`config.mk`:
```
export PLATFORM = sky130hd
export DESIGN_NAME = head_recal_seq
export DESIGN_NICKNAME = d
export VERILOG_FILES = /design/src/rtl/hrs_pkg.sv /design/src/rtl/hrs_sync.sv /design/src/rtl/hrs_edge.sv /design/src/rtl/hrs_tick.sv /design/src/rtl/head_recal_seq.sv
export SDC_FILE = /design/constraint.sdc
export NUM_CORES = 1
export LEC_CHECK = 0
export ABC_CLOCK_PERIOD_IN_PS = 2600
export BUFFER_PORTS_ARGS = -buffer_cell sky130_fd_sc_hd__buf_4
export CAP_MARGIN = 20
export CORE_MARGIN = 5
export CORE_UTILIZATION = 35
export CTS_BUF_LIST = sky130_fd_sc_hd__clkbuf_16
export DETAILED_ROUTE_END_ITERATION = 10
export PLACE_DENSITY = 0.54
export SLEW_MARGIN = 20
export SYNTH_ARGS = -nofsm -noshare
export SYNTH_HDL_FRONTEND = slang
export SYNTH_SLANG_ARGS = --single-unit
```
`constraint.sdc`:
```
create_clock -name clk -period 2.6 [get_ports clk]
set_input_delay 0.26 -clock clk [delete_from_list [all_inputs] [get_ports clk]]
set_output_delay 0.26 -clock clk [all_outputs]
set_load 0.01 [all_outputs]
```
`src/rtl/hrs_pkg.sv`:
```
package hrs_pkg;
    typedef enum logic [2:0] {
        ST_IDLE    = 3'd0,
        ST_CLEAR   = 3'd1,
        ST_REVERSE = 3'd2,
        ST_FORWARD = 3'd3,
        ST_FINE    = 3'd4,
        ST_SETTLE  = 3'd5
    } hrs_state_e;
endpackage

```
`src/rtl/hrs_sync.sv`:
```
module hrs_sync #(
    parameter int WIDTH  = 1,
    parameter int STAGES = 2
) (
    input  logic             clk,
    input  logic             rst_n,
    input  logic [WIDTH-1:0] din,
    output logic [WIDTH-1:0] dout
);
    logic [WIDTH-1:0] pipe [STAGES];

    for (genvar s = 0; s < STAGES; s++) begin : g_stage
        always_ff @(posedge clk or negedge rst_n) begin
            if (!rst_n)
                pipe[s] <= '0;
            else if (s == 0)
                pipe[s] <= din;
            else
                pipe[s] <= pipe[(s == 0) ? 0 : s - 1];
        end
    end

    assign dout = pipe[STAGES-1];
endmodule

```
`src/rtl/hrs_edge.sv`:
```
module hrs_edge #(
    parameter int WIDTH = 1
) (
    input  logic             clk,
    input  logic             rst_n,
    input  logic [WIDTH-1:0] level,
    output logic [WIDTH-1:0] rise
);
    logic [WIDTH-1:0] prev_q;

    always_ff @(posedge clk or negedge rst_n) begin
        if (!rst_n)
            prev_q <= '0;
        else
            prev_q <= level;
    end

    assign rise = level & ~prev_q;
endmodule

```
`src/rtl/hrs_tick.sv`:
```
module hrs_tick #(
    parameter int LIMIT = 16
) (
    input  logic clk,
    input  logic rst_n,
    input  logic run,
    output logic expired
);
    localparam int CW = (LIMIT > 1) ? $clog2(LIMIT) : 1;
    localparam logic [CW-1:0] LAST = CW'(LIMIT - 1);

    logic [CW-1:0] cnt_q;

    assign expired = run && (cnt_q == LAST);

    always_ff @(posedge clk or negedge rst_n) begin
        if (!rst_n)
            cnt_q <= '0;
        else if (!run)
            cnt_q <= '0;
        else if (!expired)
            cnt_q <= cnt_q + 1'b1;
    end
endmodule

```
`src/rtl/head_recal_seq.sv`:
```
module head_recal_seq
    import hrs_pkg::*;
#(
    parameter int WDOG_TICKS   = 83_350_000,
    parameter int SETTLE_TICKS = 65_000
) (
    input  logic clk,
    input  logic rst_n,
    input  logic recal_req,
    input  logic servo_present,
    input  logic track_center,
    input  logic retract,
    output logic slew_rev,
    output logic slew_fwd,
    output logic fine_pos,
    output logic clr_cyl,
    output logic clr_offset,
    output logic clr_seek_chk,
    output logic match,
    output logic busy,
    output logic ready,
    output logic settled,
    output logic attn_ready,
    output logic timeout_fault
);
    localparam int NSYNC = 3;

    hrs_state_e state_q, state_d;
    logic [NSYNC-1:0] async_in, sync_out;
    logic [1:0] rise_v;
    logic cmd_rise, servo_s, servo_rise, tc_s;
    logic wd_exp, settle_done;
    logic match_q, attn_q, fault_q;

    assign async_in = {track_center, servo_present, recal_req};

    hrs_sync #(.WIDTH(NSYNC), .STAGES(2)) u_sync (
        .clk(clk), .rst_n(rst_n), .din(async_in), .dout(sync_out)
    );

    assign servo_s = sync_out[1];
    assign tc_s    = sync_out[2];

    hrs_edge #(.WIDTH(2)) u_edge (
        .clk(clk), .rst_n(rst_n), .level(sync_out[1:0]), .rise(rise_v)
    );

    assign cmd_rise   = rise_v[0];
    assign servo_rise = rise_v[1];

    hrs_tick #(.LIMIT(WDOG_TICKS)) u_wdog (
        .clk(clk), .rst_n(rst_n), .run(state_q != ST_IDLE), .expired(wd_exp)
    );

    hrs_tick #(.LIMIT(SETTLE_TICKS)) u_settle (
        .clk(clk), .rst_n(rst_n), .run(state_q == ST_SETTLE), .expired(settle_done)
    );

    // state register
    always_ff @(posedge clk or negedge rst_n) begin
        if (!rst_n)
            state_q <= ST_IDLE;
        else
            state_q <= state_d;
    end

    // next state
    always_comb begin
        state_d = state_q;
        unique case (state_q)
            ST_IDLE:    if (cmd_rise) state_d = ST_CLEAR;
            ST_CLEAR:   state_d = servo_s ? ST_REVERSE : ST_FORWARD;
            ST_REVERSE: if (!servo_s) state_d = ST_FORWARD;
            ST_FORWARD: if (servo_rise) state_d = ST_FINE;
            ST_FINE:    if (tc_s && !retract && match_q) state_d = ST_SETTLE;
            ST_SETTLE:  if (settle_done) state_d = ST_IDLE;
            default:    state_d = ST_IDLE;
        endcase
        if (state_q != ST_IDLE && wd_exp)
            state_d = ST_IDLE;
    end

    // flags kept across the sequence
    always_ff @(posedge clk or negedge rst_n) begin
        if (!rst_n) begin
            match_q <= 1'b0;
            attn_q  <= 1'b0;
            fault_q <= 1'b0;
        end else if (state_q == ST_CLEAR) begin
            match_q <= 1'b1;
            attn_q  <= 1'b0;
            fault_q <= 1'b0;
        end else if (state_q != ST_IDLE && wd_exp) begin
            fault_q <= 1'b1;
        end else if (state_q == ST_SETTLE && settle_done) begin
            attn_q  <= 1'b1;
        end
    end

    // outputs
    always_comb begin
        slew_rev     = (state_q == ST_REVERSE);
        slew_fwd     = (state_q == ST_FORWARD);
        fine_pos     = (state_q == ST_FINE) && !retract && match_q;
        clr_cyl      = (state_q == ST_CLEAR);
        clr_offset   = (state_q == ST_CLEAR);
        clr_seek_chk = (state_q == ST_CLEAR);
        ready        = (state_q == ST_IDLE);
        busy         = (state_q != ST_IDLE);
        settled      = (state_q == ST_IDLE) || (state_q == ST_SETTLE);
        match        = match_q;
        attn_ready   = attn_q;
        timeout_fault = fault_q;
    end

    assert_excl_R9: assert property (@(posedge clk) disable iff (!rst_n)
        $onehot0({slew_rev, slew_fwd, fine_pos}));

    assert_accept_idle_R2: assert property (@(posedge clk) disable iff (!rst_n)
        clr_cyl |-> $past(ready) && $past(settled));

    assert_clr_pulse_R3: assert property (@(posedge clk) disable iff (!rst_n)
        clr_cyl |=> !clr_cyl && match);

    assert_rev_to_fwd_R4: assert property (@(posedge clk) disable iff (!rst_n)
        $fell(slew_rev) |-> slew_fwd || ready);

    assert_attn_on_ready_R7: assert property (@(posedge clk) disable iff (!rst_n)
        ($rose(ready) && !timeout_fault) |-> attn_ready);

    assert_fault_idle_R8: assert property (@(posedge clk) disable iff (!rst_n)
        $rose(timeout_fault) |-> ready && !slew_rev && !slew_fwd && !fine_pos);
endmodule

```
Yosys cells after proc, flatten, opt, wreduce, memory -nomap -nowiden
Cells that the tools add are included.
- register bits after elaboration: 57
- bits of input ports: 6
- logic and storage cells: 61
- output and inout bits: 12
- eq/ne operators: 15
- reductions and logical operators: 16
- muxes and demuxes: 17
- bitwise operators: 2
- $add $sub $neg: 2
- operators with widths (kind ; count):
    2-to-1 mux 27 bit ; 2
    2-to-1 mux 16 bit ; 2
    adder 27 x 1 -> 27 bit (second input constant) ; 1
    == test 27 bit (second input constant) ; 1
    2-to-1 mux 3 bit ; 6
    case mux 3 bit (6 select lines) ; 1
    adder 16 x 1 -> 16 bit (second input constant) ; 1
    == test 16 bit (second input constant) ; 1
    inequality test 3 bit (second input constant) ; 3
    logical AND 1 bit ; 8
    == test 3 x 2 -> 1 bit (second input constant) ; 2
    == test 3 bit (second input constant) ; 2
    2-to-1 mux 1 bit ; 6
    inequality test 2 bit (second input constant) ; 3
    inequality test 3 x 1 -> 1 bit (second input constant) ; 2
    AND reduction 5 bit ; 1
    nonzero test 2 bit ; 2
    == test 3 x 1 -> 1 bit (second input constant) ; 1
    logical NOT 3 bit ; 1
    nonzero test 3 bit ; 1
    AND 2 bit ; 1
    NOT 2 bit ; 1
    AND reduction 2 bit ; 1
    logical NOT 1 bit ; 1
    logical OR 1 bit ; 1

Depth between registers and ports, before layout
- depth after elaboration: 6
- mapped depth: 7
- mapped depth without buffers: 7

Cells and area by module
From an unflattened synthesis, not the netlist that was laid out.
- cells, all modules: 307
- area, all modules: 2999.1 sq um
- modules (own cells, without submodules) (module ; area each (sq um) ; cells each ; seq. area each (sq um) ; instances):
    hrs_tick (u_wdog) ; 1486.4 ; 162 ; 675.6 ; 1
    hrs_tick (u_settle) ; 849.6 ; 87 ; 400.4 ; 1
    head_recal_seq ; 412.9 ; 45 ; 150.1 ; 1
    hrs_sync ; 172.7 ; 9 ; 150.1 ; 1
    hrs_edge ; 77.6 ; 4 ; 50.0 ; 1

Worst setup path after synthesis
OpenSTA, ideal clock, no wires.
- path type: reg2reg
- from: register u_wdog.cnt_q[0]
- to: register u_wdog.cnt_q[16]
- path buffers: 0
- setup time: 0.079 ns
- period minus slack after synthesis: 1.973 ns
- required time: 2.521 ns
- slack: 0.627 ns
- arrival time: 1.895 ns
- cell stages (with the launch flop): 8
- path through: dfrtp_1 -> ha_1 -> nand3_2 -> or4_4 -> nor2_2 -> nand3_1 -> or3_1 -> a21oi_1
- word-level cells in the longest chain between the ends: 3
- elaborated cells on any way between the ends: 6
- those cells by class: add/sub: 1; eq/ne: 2; mux: 2; reduce/logical: 1
- ends and longest elaborated chain (item ; line ; RTL):
    from (decl) ; hrs_tick.sv:12 ; logic [CW-1:0] cnt_q;
    from (signal assigned) ; hrs_tick.sv:22 ; cnt_q <= cnt_q + 1'b1;
    adder 27 x 1 -> 27 bit / == test 27 bit (equally long branches) ; hrs_tick.sv:22, hrs_tick.sv:14 ;
    2-to-1 mux 27 bit / logical AND 1 bit (equally long branches) ; hrs_tick.sv:21, hrs_tick.sv:14 ;
    2-to-1 mux 27 bit / inequality test 2 bit (equally long branches) ; - ;
Several ways; a longest one is shown, not always the timed one. The select of a mux whose other input is x is not followed.
A chain may end at the register's enable or synchronous reset.

Worst setup path in the final report
Ends and elaborated chain as after synthesis.

==> results.py <==
metrics = {
    "cts": {
        "cts_tree": "built",
        "insertion_delay_ns": 0.32,
        "clkTransAtPathRegs_ns": 0.05,
        "post_cts_buffers": 0,
        "max-clock-path-buffers": 2,
        "ctsHoldBuffers": 0,
        "clockRootBuffer": "clkbuf_16",
        "htree_levels": 3,
        "cts_sinks": 57,
        "cts_resized": 0,
        "cts_made_buffers": 9,
    },
    "run_status": {
        "failed_checks": "hold timing",
        "status": "complete, but fails checks",
    },
    "pwr": {
        "power_leakage_uw": 0.00143,
        "p_per_area_mw_per_mm2": 855,
        "irDropWorstVdd_v": 0.000672,
    },
    "sta": {
        "finalSetupViolations": 0,
        "slew_headroom_pct": 52.9,
        "holdWs_ns": -0.0224,
        "fin_tns_setup_ns": 0,
        "fin_skew_ns": 0.00573,
        "rsz0062_at_grt": "no",
        "finalWorstSetupSlack_ns": 0.484,
        "worstMarginPinSlew_ns": 0.707,
        "fmax_mhz": 472,
        "slew_violations": 0,
        "period_share_pct": 81.4,
        "layout_min_cycle_time_ns": 2.12,
        "hold_viol": 11,
    },
    "routing": {
        "wirelength_mm": 4.90,
        "viasPerCell": 4.93,
        "drtPass1Iterations": 6,
        "route.detailed.drc": 0,
        "drtIter0Drc": 88,
        "wl_per_cell_um": 12.3,
        "vias": 1972,
        "ant_nets": 0,
    },
    "global_route": {
        "grt_max_degree": 58,
        "grt_first_pass_wirelength_mm": 9.06,
        "antenna_found_initial": 0,
        "grt_overflow": 0,
        "grt_pass1_vias": 1912,
        "grtUsageTotal_pct": 11.6,
    },
    "place": {
        "gp_congestion": 0.778,
        "dp_slack_ns": 0.484,
        "dpl_cell_area_mm2": 0.00296,
        "port_buffers": 17,
        "detailed_place_hpwl_mm": 3.36,
    },
    "logic_synthesis": {
        "async_flop_share_pct": 100,
        "ys_seq_area_share_pct": 52.6,
        "synth.area.top_cells": "dfrtp_1, xor2_1, nor2_1",
        "synth_edf_count": 0,
        "ys_types": 41,
        "syn_inst": 269,
        "syn_area_mm2": 0.00271,
        "synth_top_area_share_pct": 52.6,
        "synth_top_flop_cell": "dfrtp_1",
        "yosysWarnings": 0,
        "synth_area_per_cell_um2": 10.1,
        "synth-seq-cells": 57,
        "syn_nets": 277,
        "synth_top_area_cell": "dfrtp_1",
    },
    "cells_and_area": {
        "drive_above_1_share_pct": 16.1,
        "nets": 301,
        "mostFrequentLayoutCell": "dfrtp_1",
        "final_util_pct": 42.7,
        "area_growth_pct": 20.5,
        "layout_common_cells": "dfrtp_1, nor2_1, xor2_1",
        "design_area_mm2": 0.00327,
        "antenna_cells": 0,
    },
    "setup_path": {
        "cp.arrival_ns": 2.36,
        "crit_type": "flip-flop to flip-flop",
        "cp_slowest_cell": "or4_4",
        "critPathMaxFanout": 7,
        "critPathCaptureType": "flip-flop",
        "critPathRequiredTime_ns": 2.85,
        "critPathMaxStageDelay_ns": 0.54,
        "start_kind": "flip-flop",
        "path_cells": "ha_1 > nand3_2 > or4_4 > nor2_2 > nand3_1 > or3_1 > a21oi_1",
    },
    "floorplan": {
        "placementRows": 32,
        "fp.coreArea_mm2": 0.00765,
        "die_height_um": 98.0,
        "io-pin-count": 18,
        "design.die.area_mm2": 0.00961,
        "die_w_um": 98.0,
        "initial_core_util_pct": 35.5,
    },
    "run": {
        "drv_cap": 0,
    },
    "hold_path": {
        "worstHoldPathType": "primary input to asynchronous set/reset pin",
    },
}
==> per-layer routing <==
layer | GRT usage (%) | up-vias | wire [um] | part of all wire (%)
li1 | - | 976 | - | -
met2 | 16.0 | 31 | 2220 | 45
met4 | 6.07 | 0 | 68 | 1.4
met1 | 16.5 | 959 | 2430 | 50
met3 | 3.00 | 6 | 185 | 3.8
met5 | 0 | - | 0 | 0
==> sequential cells by signal, indices dropped and copies added (netlist names) <==
name and cells:
u_sync.pipe 3, u_edge.prev_q 2, u_sync.dout 3, u_settle.cnt_q 16, state_q 3, attn_ready 1
u_wdog.cnt_q 27, match 1, timeout_fault 1
==> cell usage after synthesis, types with 3 or more instances <==
cell type	number
a21oi_1	11
and2_1	4
and3_1	6
and4_1	3
clkbuf_1	6
dfrtp_1	57
inv_1	3
mux2i_1	3
nand2_1	17
nand3_1	13
nand4_1	12
nor2_1	46
nor3_1	7
o21ai_0	4
o21ai_1	3
or3_1	9
xnor2_1	9
xor2_1	24
==> layout make-up <==
cell class	instances	area [um^2]
tap	102	128
multi-input combinational	199	1230
clock buffer	9	225
fill	720	4380
sequential	57	1430
clock inverter	7	80.1
timing repair buffer	21	158
inverter	5	18.8
==> stage by stage <==
step                total power [uW]  cells  hold WS, ns
finish                          2800    400      -0.0224
global route                    2960    400       0.0297
CTS                             2840    400       0.0271
detailed placement              1650    384        0.339
global placement                1650    384        0.335
floorplan                       1440    269      -0.0356
==> worst paths after layout <==
check,slack [ns],from,endpoint,depth (start not counted)
max,0.48,u_wdog.cnt_q[0],u_wdog.cnt_q[16],7
min,-0.02,rst_n,u_settle.cnt_q[14],1
max reg2reg,0.48,u_wdog.cnt_q[0],u_wdog.cnt_q[16],7
min reg2reg,0.35,u_sync.pipe[5],u_sync.dout[2],0
max in group asynchronous,2.14,rst_n,u_wdog.cnt_q[13],1
min in group clk,0.04,recal_req,u_sync.pipe[3],1
==> power by group <==
group / switching (uW) / leakage, uW / total (uW) / internal, uW
combinational: 306 / 0.000524 / 564 / 258
sequential: 93.7 / 0.000760 / 1060 / 962
clock: 427 / 0.000142 / 1180 / 748
total: 827 / 0.00143 / 2800 / 1970
==> critical path: cells and delay by family (launching register included) <==
| family | cells | cell delay (ns) |
|---|---|---|
| adders and majority gates | 1 | 0.20 |
| AOI/OAI and AO/OA | 1 | 0.14 |
| and+or+nand+nor | 5 | 1.30 |
| DFF | 1 | 0.40 |
==> kinds of logic after synthesis <==
kind of cell | count (synthesis) | share of synthesized area [%]
adder cells (fa/ha/maj) | 2 | 0.922
buffers and inverters | 13 | 2.08
multiplexers | 3 | 1.11
flip-flops | 57 | 52.6
AO/OA/AOI/OAI | 21 | 4.20
XOR/XNOR | 33 | 10.7
AND/OR/NAND/NOR | 140 | 28.5
Power figures use the tool's default switching activity.
